**config.mk**
```make
export PLATFORM = sky130hd
export DESIGN_NAME = swd_host_engine
export DESIGN_NICKNAME = d
export VERILOG_FILES = /design/src/rtl/swd_host_pkg.sv /design/src/rtl/swd_clk_gen.sv /design/src/rtl/swd_seq.sv /design/src/rtl/swd_host_engine.sv
export SDC_FILE = /design/constraint.sdc
export NUM_CORES = 1
export LEC_CHECK = 0
export ABC_AREA = 1
export ABC_CLOCK_PERIOD_IN_PS = 2200
export BUFFER_PORTS_ARGS = -buffer_cell sky130_fd_sc_hd__buf_2
export CORE_AREA = 2 2 120 99
export CTS_BUF_LIST = sky130_fd_sc_hd__clkbuf_8
export DETAILED_ROUTE_END_ITERATION = 8
export DIE_AREA = 0 0 122 101
export PLACE_DENSITY = 0.81
export SYNTH_ARGS = -nofsm -noshare
export SYNTH_HDL_FRONTEND = slang
export SYNTH_SLANG_ARGS = --single-unit
```
**constraint.sdc**
```tcl
create_clock -name clk -period 2.2 [get_ports clk]
set_input_delay 0.11 -clock clk [delete_from_list [all_inputs] [get_ports clk]]
set_output_delay 0.11 -clock clk [all_outputs]
set_load 0.01 [all_outputs]
```
**src/rtl/swd_host_pkg.sv**
```systemverilog
package swd_host_pkg;

  localparam logic [2:0] ACK_OK    = 3'b001;
  localparam logic [2:0] ACK_WAIT  = 3'b010;
  localparam logic [2:0] ACK_FAULT = 3'b100;
  localparam logic [2:0] ACK_NONE  = 3'b111;

  localparam int HDR_BITS = 8;

  typedef enum logic [2:0] {
    ST_IDLE,
    ST_HDR,
    ST_ACK,
    ST_TRN_W,
    ST_WDAT,
    ST_RDAT,
    ST_TRN_R,
    ST_DONE
  } seq_state_t;

  // Request byte, bit 0 leaves first.
  function automatic logic [HDR_BITS-1:0] build_request(input logic port_ap,
                                                        input logic is_read,
                                                        input logic [1:0] idx);
    logic par;
    par = port_ap ^ is_read ^ idx[0] ^ idx[1];
    return {1'b1, 1'b0, par, idx[1], idx[0], is_read, port_ap, 1'b1};
  endfunction

  // Codes after which a write still carries its data phase.
  function automatic logic write_phase_due(input logic [2:0] code);
    return (code == ACK_OK) || (code == ACK_WAIT) || (code == ACK_FAULT);
  endfunction

endpackage

```
**src/rtl/swd_clk_gen.sv**
```systemverilog
module swd_clk_gen #(
  parameter int CLK_DIV = 2
) (
  input  logic clk,
  input  logic rst_n,
  input  logic run,
  output logic swclk,
  output logic fall_ev
);
  localparam int DIV_W = (CLK_DIV > 1) ? $clog2(CLK_DIV) : 1;
  localparam logic [DIV_W-1:0] DIV_LAST = DIV_W'(CLK_DIV - 1);

  logic [DIV_W-1:0] cnt;
  logic             wrap;

  assign wrap    = run && (cnt == DIV_LAST);
  assign fall_ev = wrap && swclk;

  always_ff @(posedge clk or negedge rst_n) begin
    if (!rst_n) begin
      cnt   <= '0;
      swclk <= 1'b0;
    end else if (!run) begin
      cnt   <= '0;
      swclk <= 1'b0;
    end else if (wrap) begin
      cnt   <= '0;
      swclk <= ~swclk;
    end else begin
      cnt <= cnt + 1'b1;
    end
  end
endmodule

```
**src/rtl/swd_seq.sv**
```systemverilog
module swd_seq
  import swd_host_pkg::*;
#(
  parameter int DATA_W = 32
) (
  input  logic              clk,
  input  logic              rst_n,
  input  logic              fall_ev,
  input  logic              cmd_valid,
  output logic              cmd_ready,
  input  logic              cmd_apndp,
  input  logic              cmd_rnw,
  input  logic [1:0]        cmd_addr,
  input  logic [DATA_W-1:0] cmd_wdata,
  output logic              rsp_valid,
  input  logic              rsp_ready,
  output logic [2:0]        rsp_ack,
  output logic [DATA_W-1:0] rsp_rdata,
  output logic              rsp_perr,
  output logic              busy,
  output logic              run,
  output logic              swdio_o,
  output logic              swdio_oe,
  input  logic              swdio_i
);
  localparam int CNT_W = $clog2(DATA_W + 1);
  localparam logic [CNT_W-1:0] DATA_END = CNT_W'(DATA_W);
  localparam logic [CNT_W-1:0] HDR_END  = CNT_W'(HDR_BITS - 1);
  localparam logic [CNT_W-1:0] ACK_END  = CNT_W'(2);

  seq_state_t          state;
  logic [CNT_W-1:0]    bcnt;
  logic [HDR_BITS-1:0] hdr_sr;
  logic [DATA_W:0]     wsr;
  logic [DATA_W-1:0]   rsr;
  logic [1:0]          ack_sr;
  logic [2:0]          ack_now;
  logic                rnw_q;
  logic                par_acc;
  logic [HDR_BITS-1:0] req_word;

  assign req_word  = build_request(cmd_apndp, cmd_rnw, cmd_addr);
  assign ack_now   = {swdio_i, ack_sr};
  assign cmd_ready = (state == ST_IDLE);
  assign rsp_valid = (state == ST_DONE);
  assign busy      = (state != ST_IDLE);
  assign run       = (state != ST_IDLE) && (state != ST_DONE);

  always_ff @(posedge clk or negedge rst_n) begin
    if (!rst_n) begin
      state     <= ST_IDLE;
      bcnt      <= '0;
      hdr_sr    <= '0;
      wsr       <= '0;
      rsr       <= '0;
      ack_sr    <= '0;
      rnw_q     <= 1'b0;
      par_acc   <= 1'b0;
      rsp_ack   <= '0;
      rsp_rdata <= '0;
      rsp_perr  <= 1'b0;
      swdio_o   <= 1'b0;
      swdio_oe  <= 1'b1;
    end else begin
      unique case (state)
        ST_IDLE: begin
          if (cmd_valid) begin
            state     <= ST_HDR;
            bcnt      <= '0;
            hdr_sr    <= {1'b0, req_word[HDR_BITS-1:1]};
            wsr       <= {^cmd_wdata, cmd_wdata};
            rnw_q     <= cmd_rnw;
            par_acc   <= 1'b0;
            rsp_ack   <= '0;
            rsp_rdata <= '0;
            rsp_perr  <= 1'b0;
            swdio_o   <= req_word[0];
            swdio_oe  <= 1'b1;
          end
        end
        ST_HDR: begin
          if (fall_ev) begin
            if (bcnt == HDR_END) begin
              state    <= ST_ACK;
              bcnt     <= '0;
              swdio_oe <= 1'b0;
              swdio_o  <= 1'b0;
            end else begin
              swdio_o <= hdr_sr[0];
              hdr_sr  <= hdr_sr >> 1;
              bcnt    <= bcnt + 1'b1;
            end
          end
        end
        ST_ACK: begin
          if (fall_ev) begin
            ack_sr <= {swdio_i, ack_sr[1]};
            bcnt   <= bcnt + 1'b1;
            if (bcnt == ACK_END) begin
              rsp_ack <= ack_now;
              bcnt    <= '0;
              if (rnw_q && ack_now == ACK_OK)             state <= ST_RDAT;
              else if (!rnw_q && write_phase_due(ack_now)) state <= ST_TRN_W;
              else                                         state <= ST_TRN_R;
            end
          end
        end
        ST_TRN_W: begin
          if (fall_ev) begin
            state    <= ST_WDAT;
            bcnt     <= '0;
            swdio_oe <= 1'b1;
            swdio_o  <= wsr[0];
            wsr      <= wsr >> 1;
          end
        end
        ST_WDAT: begin
          if (fall_ev) begin
            if (bcnt == DATA_END) begin
              state   <= ST_DONE;
              swdio_o <= 1'b0;
            end else begin
              swdio_o <= wsr[0];
              wsr     <= wsr >> 1;
              bcnt    <= bcnt + 1'b1;
            end
          end
        end
        ST_RDAT: begin
          if (fall_ev) begin
            if (bcnt == DATA_END) begin
              rsp_rdata <= rsr;
              rsp_perr  <= par_acc ^ swdio_i;
              state     <= ST_TRN_R;
            end else begin
              rsr     <= {swdio_i, rsr[DATA_W-1:1]};
              par_acc <= par_acc ^ swdio_i;
              bcnt    <= bcnt + 1'b1;
            end
          end
        end
        ST_TRN_R: begin
          if (fall_ev) begin
            state    <= ST_DONE;
            swdio_oe <= 1'b1;
            swdio_o  <= 1'b0;
          end
        end
        ST_DONE: begin
          if (rsp_ready) state <= ST_IDLE;
        end
        default: state <= ST_IDLE;
      endcase
    end
  end
endmodule

```
**src/rtl/swd_host_engine.sv**
```systemverilog
module swd_host_engine #(
  parameter int CLK_DIV = 2,
  parameter int DATA_W  = 32
) (
  input  logic              clk,
  input  logic              rst_n,
  input  logic              cmd_valid,
  output logic              cmd_ready,
  input  logic              cmd_apndp,
  input  logic              cmd_rnw,
  input  logic [1:0]        cmd_addr,
  input  logic [DATA_W-1:0] cmd_wdata,
  output logic              rsp_valid,
  input  logic              rsp_ready,
  output logic [2:0]        rsp_ack,
  output logic [DATA_W-1:0] rsp_rdata,
  output logic              rsp_perr,
  output logic              busy,
  output logic              swclk,
  output logic              swdio_o,
  output logic              swdio_oe,
  input  logic              swdio_i
);
  logic run;
  logic fall_ev;

  swd_clk_gen #(.CLK_DIV(CLK_DIV)) clk_gen_i (
    .clk     (clk),
    .rst_n   (rst_n),
    .run     (run),
    .swclk   (swclk),
    .fall_ev (fall_ev)
  );

  swd_seq #(.DATA_W(DATA_W)) seq_i (
    .clk       (clk),
    .rst_n     (rst_n),
    .fall_ev   (fall_ev),
    .cmd_valid (cmd_valid),
    .cmd_ready (cmd_ready),
    .cmd_apndp (cmd_apndp),
    .cmd_rnw   (cmd_rnw),
    .cmd_addr  (cmd_addr),
    .cmd_wdata (cmd_wdata),
    .rsp_valid (rsp_valid),
    .rsp_ready (rsp_ready),
    .rsp_ack   (rsp_ack),
    .rsp_rdata (rsp_rdata),
    .rsp_perr  (rsp_perr),
    .busy      (busy),
    .run       (run),
    .swdio_o   (swdio_o),
    .swdio_oe  (swdio_oe),
    .swdio_i   (swdio_i)
  );
endmodule

```
==> impl_results.md, run 1 <==
- R2R depth: 8
- Vias per Instance: 4.97
- CP Data Arrival Time: 2.31 ns
- Fillers: 907
- Synthesis-to-finish area growth: 15.9%
- HPWL Detailed: 9020 µm
- R2R setup slack: 0.25 ns
- Share of the synthesized area in the top cell type: 47.5%
- Met1 Track Usage GR: 33.4%
- Gate count after technology mapping: 884
- ANT cells: 0
- Max-slew headroom: 53.8%
- GRT Total Usage: 23.1%
- Post-Route Setup TNS: 0 ns
- Worst-path clk slew: 0.08 ns
- Multi-input logic area: 2850 µm²
- Worst R2R Start: seq_i.state[2]
- Post-Route Skew: 0.00920 ns
- CP peak stage delay: 0.56 ns
- CP required: 2.55 ns
- Met3 Track Usage GR: 5.66%
- Final Cycle Share: 88.8%
- Die X: 122 µm
- Final number of setup-violating endpoints: 0
- Crit start category: register
- Min Tclk post-route: 1.95 ns
- RSZ-0062 raised after global routing: no
- CP Capture Type: register
- Overflow after GRT: 0
- Sequential share of the synthesized area: 47.9%
- Met2 Use GR: 34.5%
- Clock root cell: clkbuf_8
- Clock Latency Late Sink: 0.43 ns
- Top Ports: 83
- VDD IR max: 0.755 mV
- Vias in the first global route: 5064
- Num CTS Buffers: 17
- Design Area, Final: 7580 µm²
- Final hold viol count: 0
- Crit path from: seq_i.state[2]
- Most common cell in the netlist: nand2_1
- Core footprint: 11200 µm²
- Register Area: 3130 µm²
- Worst Setup EP: seq_i.rsr[31]
- Final WL: 13300 µm
- Lkg Pwr: 4.08 nW
- Tightest Pin Transition: 0.692 ns
- Die area: 12300 µm²
- Top cells by count, synth: nand2_1, dfrtp_1, inv_1
- CTS tree: done
- Longest Clk Path Bufs: 2
- Synth area leaders: dfrtp_1, nand2_1, inv_1
- First-iteration detailed-routing DRC count: 557
- Top Usage Layer GRT: met2
- Ys Warns: 0
- Avg WL per Cell: 11.8 µm
- # clock sinks: 125
- Layout cells sized above 1: 15.4%
- GPL Wtd Cong: 0.895
- Ys flop type: dfrtp_1
- Register bit total from synthesis: 125
- Ys async rst share: 100%
- Post-synth EDFFs: 0
- Reg2reg end: seq_i.rsr[31]
- CP cell instances: nand3_1 > nand4_4 > inv_2 > nand2_1 > nor2_2 > inv_2 > nand2_1 > o21ai_1
- Worst hold path type: in -> reg
- Max-Cap Viols: 0
- Detailed Routing Iterations Pass 1: 6
- Via count: 5630
- Max Transition Viols Final: 0
- CP Buf/Inv Count: 2
- Syn_nets: 930
- PD cells: 1170 nW/µm²
- Largest net degree at the start of global routing: 126
- Post-CTS Setup Bufs: 0
- Placed inst area: 7090 µm²
- Status: finished, final reports clean
- Die Y-Extent: 101 µm
- Crit path depth: 8
- Slowest-stage cell, CP: dfrtp_1
- Nets: 1017
- Row cnt: 35
- Maximum clock frequency: 0.512 GHz
- Hold Startpoint: cmd_valid
- Setup CP Type: reg -> reg
- Post-Synthesis Cell Area: 6540 µm²
- Initial Utilization: 58.5%
- Hold path depth: 3
- Crit-path leading delay family: simple AND/OR/NAND/NOR gates
- Drt drc: 0
- Syn Area/Cell: 7.40 µm²
- Post-route ant nets: 0
- Worst-path fanout max: 33
- Initial antenna violation count: 0
- H-tree levels: 4
- Netlist cell types: 36
- Cell taking the most area after synthesis: dfrtp_1
- IO Port Bufs: 82
- First-pass GRT wire length: 22900 µm
==> state kept, by name, summed over array words and instances, names as in the netlist, 2 cells and up <==
signal,cells
seq_i.rsp_rdata,32
seq_i.state,3
seq_i.ack_sr,2
seq_i.hdr_sr,7
seq_i.bcnt,6
seq_i.rsp_ack,3
seq_i.wsr,33
seq_i.rsr,32
==> worst reg2reg max path, stage by stage, from the launching register on <==
cell,delay (ns)
dfrtp_1,0.56
nand3_1,0.27
nand4_4,0.23
inv_2,0.05
nand2_1,0.07
nor2_2,0.05
inv_2,0.40
nand2_1,0.14
o21ai_1,0.11
==> worst min path at each step <==
| stage | to |
|---|---|
| 2_1_floorplan | clk_gen_i.cnt |
| 3_3_place_gp | seq_i.bcnt[0] |
| 3_5_place_dp | seq_i.bcnt[0] |
| 4_1_cts | seq_i.wsr[4] |
| 5_1_grt | seq_i.wsr[2] |
| 6_report | seq_i.hdr_sr[6] |
==> cell type report <==
class                           instances  share of cell area (%)
Sequential cell                       125                    41.3
Clock buffer                           19                    3.45
Multi-Input combinational cell        625                    37.7
Inverter                               99                    4.90
Timing Repair Buffer                  103                    8.22
Clock inverter                         13                    2.01
Tap cell                              148                    2.44
==> metal layers <==
layer	wire [µm]	part of all wire, %
met1	6660	50
met2	5870	44
met3	604	4.5
met4	171	1.3
met5	0	0
==> placed cells by master, fill, tap and decap left out, types with 2 or more instances in the layout <==
cell type	Yosys	final
a32o_1	3	3
nor2_1	44	44
buf_2	18	81
o31ai_1	10	10
o21ai_1	25	25
dfrtp_1	124	124
bufinv_16	0	2
clkinv_4	0	2
dlygate4sd3_1	0	6
nand2_1	365	364
o211ai_1	4	4
ha_1	5	5
inv_1	92	92
nand3_1	51	51
inv_2	7	7
buf_4	2	13
clkinvlp_4	0	3
xnor2_1	10	10
xor2_1	8	8
inv_6	0	6
nand2_2	1	2
nor2_2	4	4
or2_2	2	2
nor3_1	3	3
clkbuf_8	0	19
o21ai_0	62	62
a21oi_1	16	16
buf_12	0	3
==> stage by stage <==
step	std cells	hold slack (ns)	total power (W)	setup slack [ns]	utilization, %
2_1_floorplan	884	-0.186	0.00592	0.459	-
3_3_place_gp	1094	0.263	0.00666	0.315	63.5
3_5_place_dp	1094	0.266	0.00672	0.313	63.5
4_1_cts	1131	0.00429	0.00883	0.254	67.7
5_1_grt	1132	0.00790	0.00958	0.0703	67.9
6_report	1132	0.0176	0.00884	0.245	67.9
==> report_power, final <==
part / switching (W) / internal, W
combinational: 0.00236 / 0.00120
clock: 0.000993 / 0.00109
sequential: 0.000361 / 0.00285
total: 0.00371 / 0.00514
==> logic make-up after synthesis <==
group	Yosys count	synth area share, %
xor+xnor	18	2.41
mux	1	0.172
fa+ha+maj	5	0.957
compound gates	125	10.6
buf+inv	134	8.73
flops	125	47.9
simple gates	476	29.3
==> timing repair <==
action                                  in CTS  in global routing
hold endpoints to repair                   128                  1
hold buffers                                 5                  1
resized for setup                            0                  2
endpoints found under the setup margin       0                  3
Power figures use the tool's default switching activity.
==> run 2, diff against run 1 <==
Settings changed: CTS_BUF_LIST sky130_fd_sc_hd__clkbuf_8 to sky130_fd_sc_hd__clkbuf_4, GPL_TIMING_DRIVEN from default to 0.
==> run 2 against run 1 <==
Routed wire length up 11%. Die area unchanged. First-iteration DRC count down 22%. Fmax down 5.8%. Power down 1.4%. Global-route usage up 2.7 points. Sequential cell count unchanged. Core utilization up 3.0 points. Clock-buffer cell count down 1. Clock power down 21%. Non-clock buffer count up 58.
==> impl_results.md, run 2 (synthesis gave the netlist of run 1 again) <==
- CP Capture Type: register (unchanged)
- Final hold viol count: 0 (unchanged)
- Final WL: 14700 µm (was 13300 µm)
- Longest Clk Path Bufs: 2 (unchanged)
- CP peak stage delay: 0.57 ns (was 0.56 ns)
- Lkg Pwr: 4.25 nW (was 4.08 nW)
- Max Transition Viols Final: 0 (unchanged)
- Detailed Routing Iterations Pass 1: 6 (unchanged)
- Overflow after GRT: 0 (unchanged)
- Pint: 0.00491 W (was 0.00514 W)
- Vias in the first global route: 5563 (was 5064)
- Final number of setup-violating endpoints: 0 (unchanged)
- Maximum clock frequency: 0.482 GHz (was 0.512 GHz)
- Final core utilization: 70.8% (was 67.9%)
- Min Tclk post-route: 2.08 ns (was 1.95 ns)
- Avg WL per Cell: 12.4 µm (was 11.8 µm)
- Top Ports: 83 (unchanged)
- Sequential share of power: 36.5% (was 36.3%)
- Initial antenna violation count: 0 (unchanged)
- Worst-path clk slew: 0.12 ns (was 0.08 ns)
- Overall power: 0.00872 W (was 0.00884 W)
- Initial Utilization: 58.5% (unchanged)
- CP Data Arrival Time: 2.55 ns (was 2.31 ns)
- Die Y-Extent: 101 µm (unchanged)
- Clock network power share: 18.9% (was 23.6%)
- Nets: 1075 (was 1017)
- Combinational Power Share: 44.6% (was 40.1%)
- Layout cells sized above 1: 16.3% (was 15.4%)
- HPWL Detailed: 10100 µm (was 9020 µm)
- R2R setup slack: 0.12 ns (was 0.25 ns)
- Clock Latency Late Sink: 0.53 ns (was 0.43 ns)
- Max-Cap Viols: 0 (unchanged)
- Tightest Pin Transition: 0.478 ns (was 0.692 ns)
- Vias per Instance: 5.03 (was 4.97)
- RSZ-0062 raised after global routing: no (unchanged)
- Row cnt: 35 (unchanged)
- CP cell instances: buf_6 > nor2_2 > nand2_4 > clkinvlp_4 > nand2_1 > inv_1 > nand2_1 > o21ai_0 > dlygate4sd3_1 (was nand3_1 > nand4_4 > inv_2 > nand2_1 > nor2_2 > inv_2 > nand2_1 > o21ai_1)
- Post-Route Skew: 0.0214 ns (was 0.00920 ns)
- GPL Wtd Cong: 0.879 (was 0.895)
- CTS tree: done (unchanged)
- First-pass GRT wire length: 25300 µm (was 22900 µm)
- VDD IR max: 0.666 mV (was 0.755 mV)
- Worst hold path type: in -> async (was in -> reg)
- Post-route ant nets: 0 (unchanged)
- Worst R2R Start: seq_i.state[0] (was seq_i.state[2])
- Clock root cell: clkbuf_4 (was clkbuf_8)
- Switching power: 0.00381 W (was 0.00371 W)
- Layout Cells excl Fill: 1190 (was 1132)
- IO Port Bufs: 82 (unchanged)
- PD cells: 1100 nW/µm² (was 1170 nW/µm²)
- Via count: 5984 (was 5630)
- Cells after DPL: 1115 (was 1094)
- Cell mode on critical path: nand2_1
- Synthesis-to-finish area growth: 21.0% (was 15.9%)
- Die area: 12300 µm² (unchanged)
- Status: finished, final reports clean (unchanged)
- GRT Total Usage: 25.9% (was 23.1%)
- Top flop regs: seq_i.wsr x33, seq_i.rsp_rdata x32, seq_i.rsr x32 (unchanged)
- Reg2reg end: seq_i.rnw_q (was seq_i.rsr[31])
- CP required: 2.67 ns (was 2.55 ns)
- ANT cells: 0 (unchanged)
- Biggest register: seq_i.wsr (unchanged)
- # clock sinks: 125 (unchanged)
- Max-slew headroom: 68.1% (was 53.8%)
- Fin Hold WS: 0.0932 ns (was 0.0176 ns)
- Crit start category: register (unchanged)
- Core footprint: 11200 µm² (unchanged)
- Setup CP Type: reg -> reg (unchanged)
- Switch share: 43.7% (was 41.9%)
- Drt drc: 0 (unchanged)
- H-tree levels: 4 (unchanged)
- Final Cycle Share: 94.3% (was 88.8%)
- R2R depth: 9 (was 8)
- Worst-path fanout max: 8 (was 33)
- Slowest-stage cell, CP: dlygate4sd3_1 (was dfrtp_1)
- Die X: 122 µm (unchanged)
- Largest register FFs: 33 (unchanged)
- Most common cell after layout, fill and taps aside: nand2_1 (unchanged)
- Largest net degree at the start of global routing: 77 (was 126)
- Most frequent cells in the layout: nand2_1, dfrtp_1, buf_2 (was nand2_1, dfrtp_1, inv_1)
- Num CTS Buffers: 17 (unchanged)
- First-iteration detailed-routing DRC count: 437 (was 557)
-- run 2: cell types whose count changed in the layout (fill, tap and decap cells not counted), sizes merged --
cell / before / now
clkbuf: 19 / 28
dlygate4sd3: 6 / 40
buf: 97 / 111
clkinv: 2 / 4
inv: 105 / 104
-- run 2: cell type report --
class                           count  area (µm²)
Tap cell                          148         185
Clock inverter                     14         160
Fill cell                         913        3260
Sequential cell                   125        3130
Buffer                             35         204
Timing Repair Buffer              126         867
Clock buffer                       18         135
Multi-Input combinational cell    625        2850
Inverter                           99         375
-- run 2: worst max path at each step --
stage                              start             endpoint  slack, ns
after CTS                  seq_i.bcnt[0]  seq_i.rsp_rdata[11]      0.002
final                     seq_i.state[0]          seq_i.rnw_q       0.12
after global routing      seq_i.state[0]        seq_i.bcnt[0]       0.02
after floorplan           seq_i.state[0]  seq_i.rsp_rdata[12]       0.46
after detailed placement   seq_i.bcnt[0]  seq_i.rsp_rdata[11]      -0.12
after global placement             rst_n  seq_i.rsp_rdata[26]      -0.57
-- run 2: what timing repair did --
item                                    CTS  global route
gates resized for setup                   2             9
endpoints found under the setup margin   24            48
pin swaps                                 0             2
setup buffers                             0             3
hold buffers                             40             0
hold endpoints to repair                167             0
-- run 2: power groups by stage --
| stage | Clock (W) | Combinational, W | Sequential, W |
|---|---|---|---|
| final | 0.00165 | 0.00389 | 0.00319 |
| after detailed placement | 0 | 0.00371 | 0.00320 |
| after global routing | 0.00180 | 0.00444 | 0.00324 |
| after floorplan | 0 | 0.00276 | 0.00315 |
| after CTS | 0.00168 | 0.00380 | 0.00317 |
| after global placement | 0 | 0.00360 | 0.00320 |
-- run 2: through the flow --
step                area, µm²  setup slack [ns]  TNS, ns
floorplan                6540             0.459        0
global placement         7130            -0.567   -69.31
detailed placement       7170            -0.120   -0.571
CTS                      7870           0.00223        0
global route             7910            0.0190        0
finish                   7910             0.125        0
-- run 2: worst max-delay path: cells and delay by family, from the launching register on --
family	cells	cell delay, ns
buffers and inverters	4	1.01
AOI/OAI and AO/OA	1	0.08
DFF	1	0.43
and+or+nand+nor	4	0.50
-- run 2: per-layer routing --
metal  vias up  track usage (%)  wire length (µm)
met5         -                0                 0
met4         0             8.66               129
met3        10             4.58               793
met2       179             39.7              6740
met1      2733             37.4              7090
li1       3062                -                 -
==> run 3, diff against run 2 <==
--- a/constraint.sdc
+++ b/constraint.sdc
@@ -3,2 +3,2 @@
 set_output_delay 0.11 -clock clk [all_outputs]
-set_load 0.01 [all_outputs]
+set_load 0.1 [all_outputs]
==> run 3 against run 2 <==
First-iteration DRC count up 9.8%. Highest routed layer unchanged. Register-to-register slack better by 0.04 ns. Combinational power up 12%. Sequential power about the same. Cell area down 0.44%. Routed wire length down 0.31%. Sequential share of layout area up 0.18 points. Core utilization down 0.31 points. Sequential cell count unchanged.
==> impl_results.md, run 3 (synthesis gave the netlist of run 1 again) <==
- GRT Total Usage: 25.2% (was 25.9%)
- Longest Clk Path Bufs: 2 (unchanged)
- Dpl ws: -0.0383 ns (was -0.120 ns)
- Largest net degree at the start of global routing: 90 (was 77)
- Final worst slack: 0.143 ns (was 0.125 ns)
- VDD IR max: 0.830 mV (was 0.666 mV)
- Drt drc: 0 (unchanged)
- Num CTS Buffers: 17 (unchanged)
- CTS tree: done (unchanged)
- Row cnt: 35 (unchanged)
- Overflow after GRT: 0 (unchanged)
- Worst-path clk slew: 0.14 ns (was 0.12 ns)
- Final Cycle Share: 93.5% (was 94.3%)
- Final number of setup-violating endpoints: 0 (unchanged)
- Setup CP Type: reg -> out (was reg -> reg)
- Detailed Routing Iterations Pass 1: 5 (was 6)
- First-pass GRT wire length: 24800 µm (was 25300 µm)
- Max Transition Viols Final: 0 (unchanged)
- # clock sinks: 125 (unchanged)
- Worst hold path type: in -> async (unchanged)
- Final WL: 14700 µm (about the same)
- Final core utilization: 70.5% (was 70.8%)
- Clock root cell: clkbuf_4 (unchanged)
- Top flop regs: seq_i.wsr x33, seq_i.rsp_rdata x32, seq_i.rsr x32 (unchanged)
- CP Capture Type: output port (was register)
- Post-route ant nets: 0 (unchanged)
- Die area: 12300 µm² (unchanged)
- Layout cells sized above 1: 16.2% (was 16.3%)
- RSZ-0062 raised after global routing: no (unchanged)
- Top Ports: 83 (unchanged)
- Status: finished, final reports clean (unchanged)
- Vias per Instance: 5.04 (was 5.03)
- Die X: 122 µm (unchanged)
- H-tree levels: 4 (unchanged)
- Lkg Pwr: 4.23 nW (was 4.25 nW)
- First-iteration detailed-routing DRC count: 480 (was 437)
- Die Y-Extent: 101 µm (unchanged)
- Initial antenna violation count: 0 (unchanged)
- PD cells: 1160 nW/µm² (was 1100 nW/µm²)
- Most common cell after layout, fill and taps aside: nand2_1 (unchanged)
- CP Data Arrival Time: 1.95 ns (was 2.55 ns)
- Max-Cap Viols: 0 (unchanged)
- Largest register FFs: 33 (unchanged)
- HPWL Detailed: 9960 µm (was 10100 µm)
- Placed inst area: 7180 µm² (was 7170 µm²)
- Avg WL per Cell: 12.4 µm (about the same)
- Clock Latency Late Sink: 0.54 ns (was 0.53 ns)
- CP required: 2.09 ns (was 2.67 ns)
- Worst-path fanout max: 8 (unchanged)
- Nets: 1072 (was 1075)
- Min Tclk post-route: 2.06 ns (was 2.08 ns)
- Post-Route Skew: 0.0246 ns (was 0.0214 ns)
- Tightest Pin Transition: 0.488 ns (was 0.478 ns)
- Final hold viol count: 0 (unchanged)
- Crit start category: register (unchanged)
- IO Port Bufs: 82 (unchanged)
- Maximum clock frequency: 0.486 GHz (was 0.482 GHz)
- Core footprint: 11200 µm² (unchanged)
- Most frequent cells in the layout: nand2_1, dfrtp_1, buf_2 (unchanged)
- Max-slew headroom: 67.7% (was 68.1%)
- Fillers: 902 (was 913)
- Via count: 5981 (was 5984)
- ANT cells: 0 (unchanged)
- GPL Wtd Cong: 0.867 (was 0.879)
- Synthesis-to-finish area growth: 20.4% (was 21.0%)
- Biggest register: seq_i.wsr (unchanged)
- Vias in the first global route: 5459 (was 5563)
- Initial Utilization: 58.5% (unchanged)
- Design Area, Final: 7870 µm² (was 7910 µm²)
## run 3: layer usage
layer  track usage, %  wire, µm
met1             35.5      7070
met2             39.4      6640
met3             5.37       754
met4             7.69       234
met5                0         0
## run 3: per-stage QoR
step                      TNS, ns  std cells  hold WS, ns  power [W]
after floorplan                 0        884       -0.186    0.00647
after global placement     -69.55       1114        0.406    0.00736
after detailed placement  -0.0747       1115       0.0342    0.00745
after CTS                       0       1185      0.00883    0.00910
after global routing            0       1187       0.0108    0.00984
final                           0       1187       0.0252    0.00913
## run 3: worst paths after layout
kind	start	endpoint	slack (ns)	cells after the start
max	seq_i.state[0]	cmd_ready	0.14	5
min	rst_n	seq_i.bcnt[0]	0.03	2
min in group clk	cmd_wdata[9]	seq_i.wsr[9]	0.05	5
max reg2reg	seq_i.state[0]	seq_i.wsr[18]	0.16	9
max in group asynchronous	rst_n	seq_i.wsr[30]	1.44	3
min reg2reg	seq_i.rsr[0]	seq_i.rsr[0]	0.49	2
## run 3: cell type report
type | count | area (µm²) | area share [%]
Sequential cell | 125 | 3130 | 39.7
Multi-Input combinational cell | 625 | 2860 | 36.3
Timing Repair Buffer | 123 | 842 | 10.7
Inverter | 99 | 375 | 4.77
Buffer | 35 | 201 | 2.56
Tap cell | 148 | 185 | 2.35
Clock inverter | 15 | 151 | 1.92
Clock buffer | 17 | 128 | 1.62
## run 3: where the power goes
part / internal [W] / switching (W) / leakage [nW]
clock network: 0.000595 / 0.000997 / 0.153
registers: 0.00285 / 0.000330 / 1.65
logic: 0.00133 / 0.00303 / 2.42
total: 0.00477 / 0.00436 / 4.23
## run 3: critical path: stages, from the launching register on
cell and delay [ns]:
dfrtp_1 0.42, buf_6 0.14, nor2_2 0.22, nand2_8 0.13, clkinvlp_4 0.15, clkbuf_4 0.34
## run 3: repair_timing
action | 4_1_cts | 5_1_grt
gates resized for setup | 1 | 4
setup buffers | 0 | 2
hold buffers | 38 | 0
hold endpoints to repair | 166 | 0
endpoints found under the setup margin | 6 | 38
pin swaps | 1 | 1
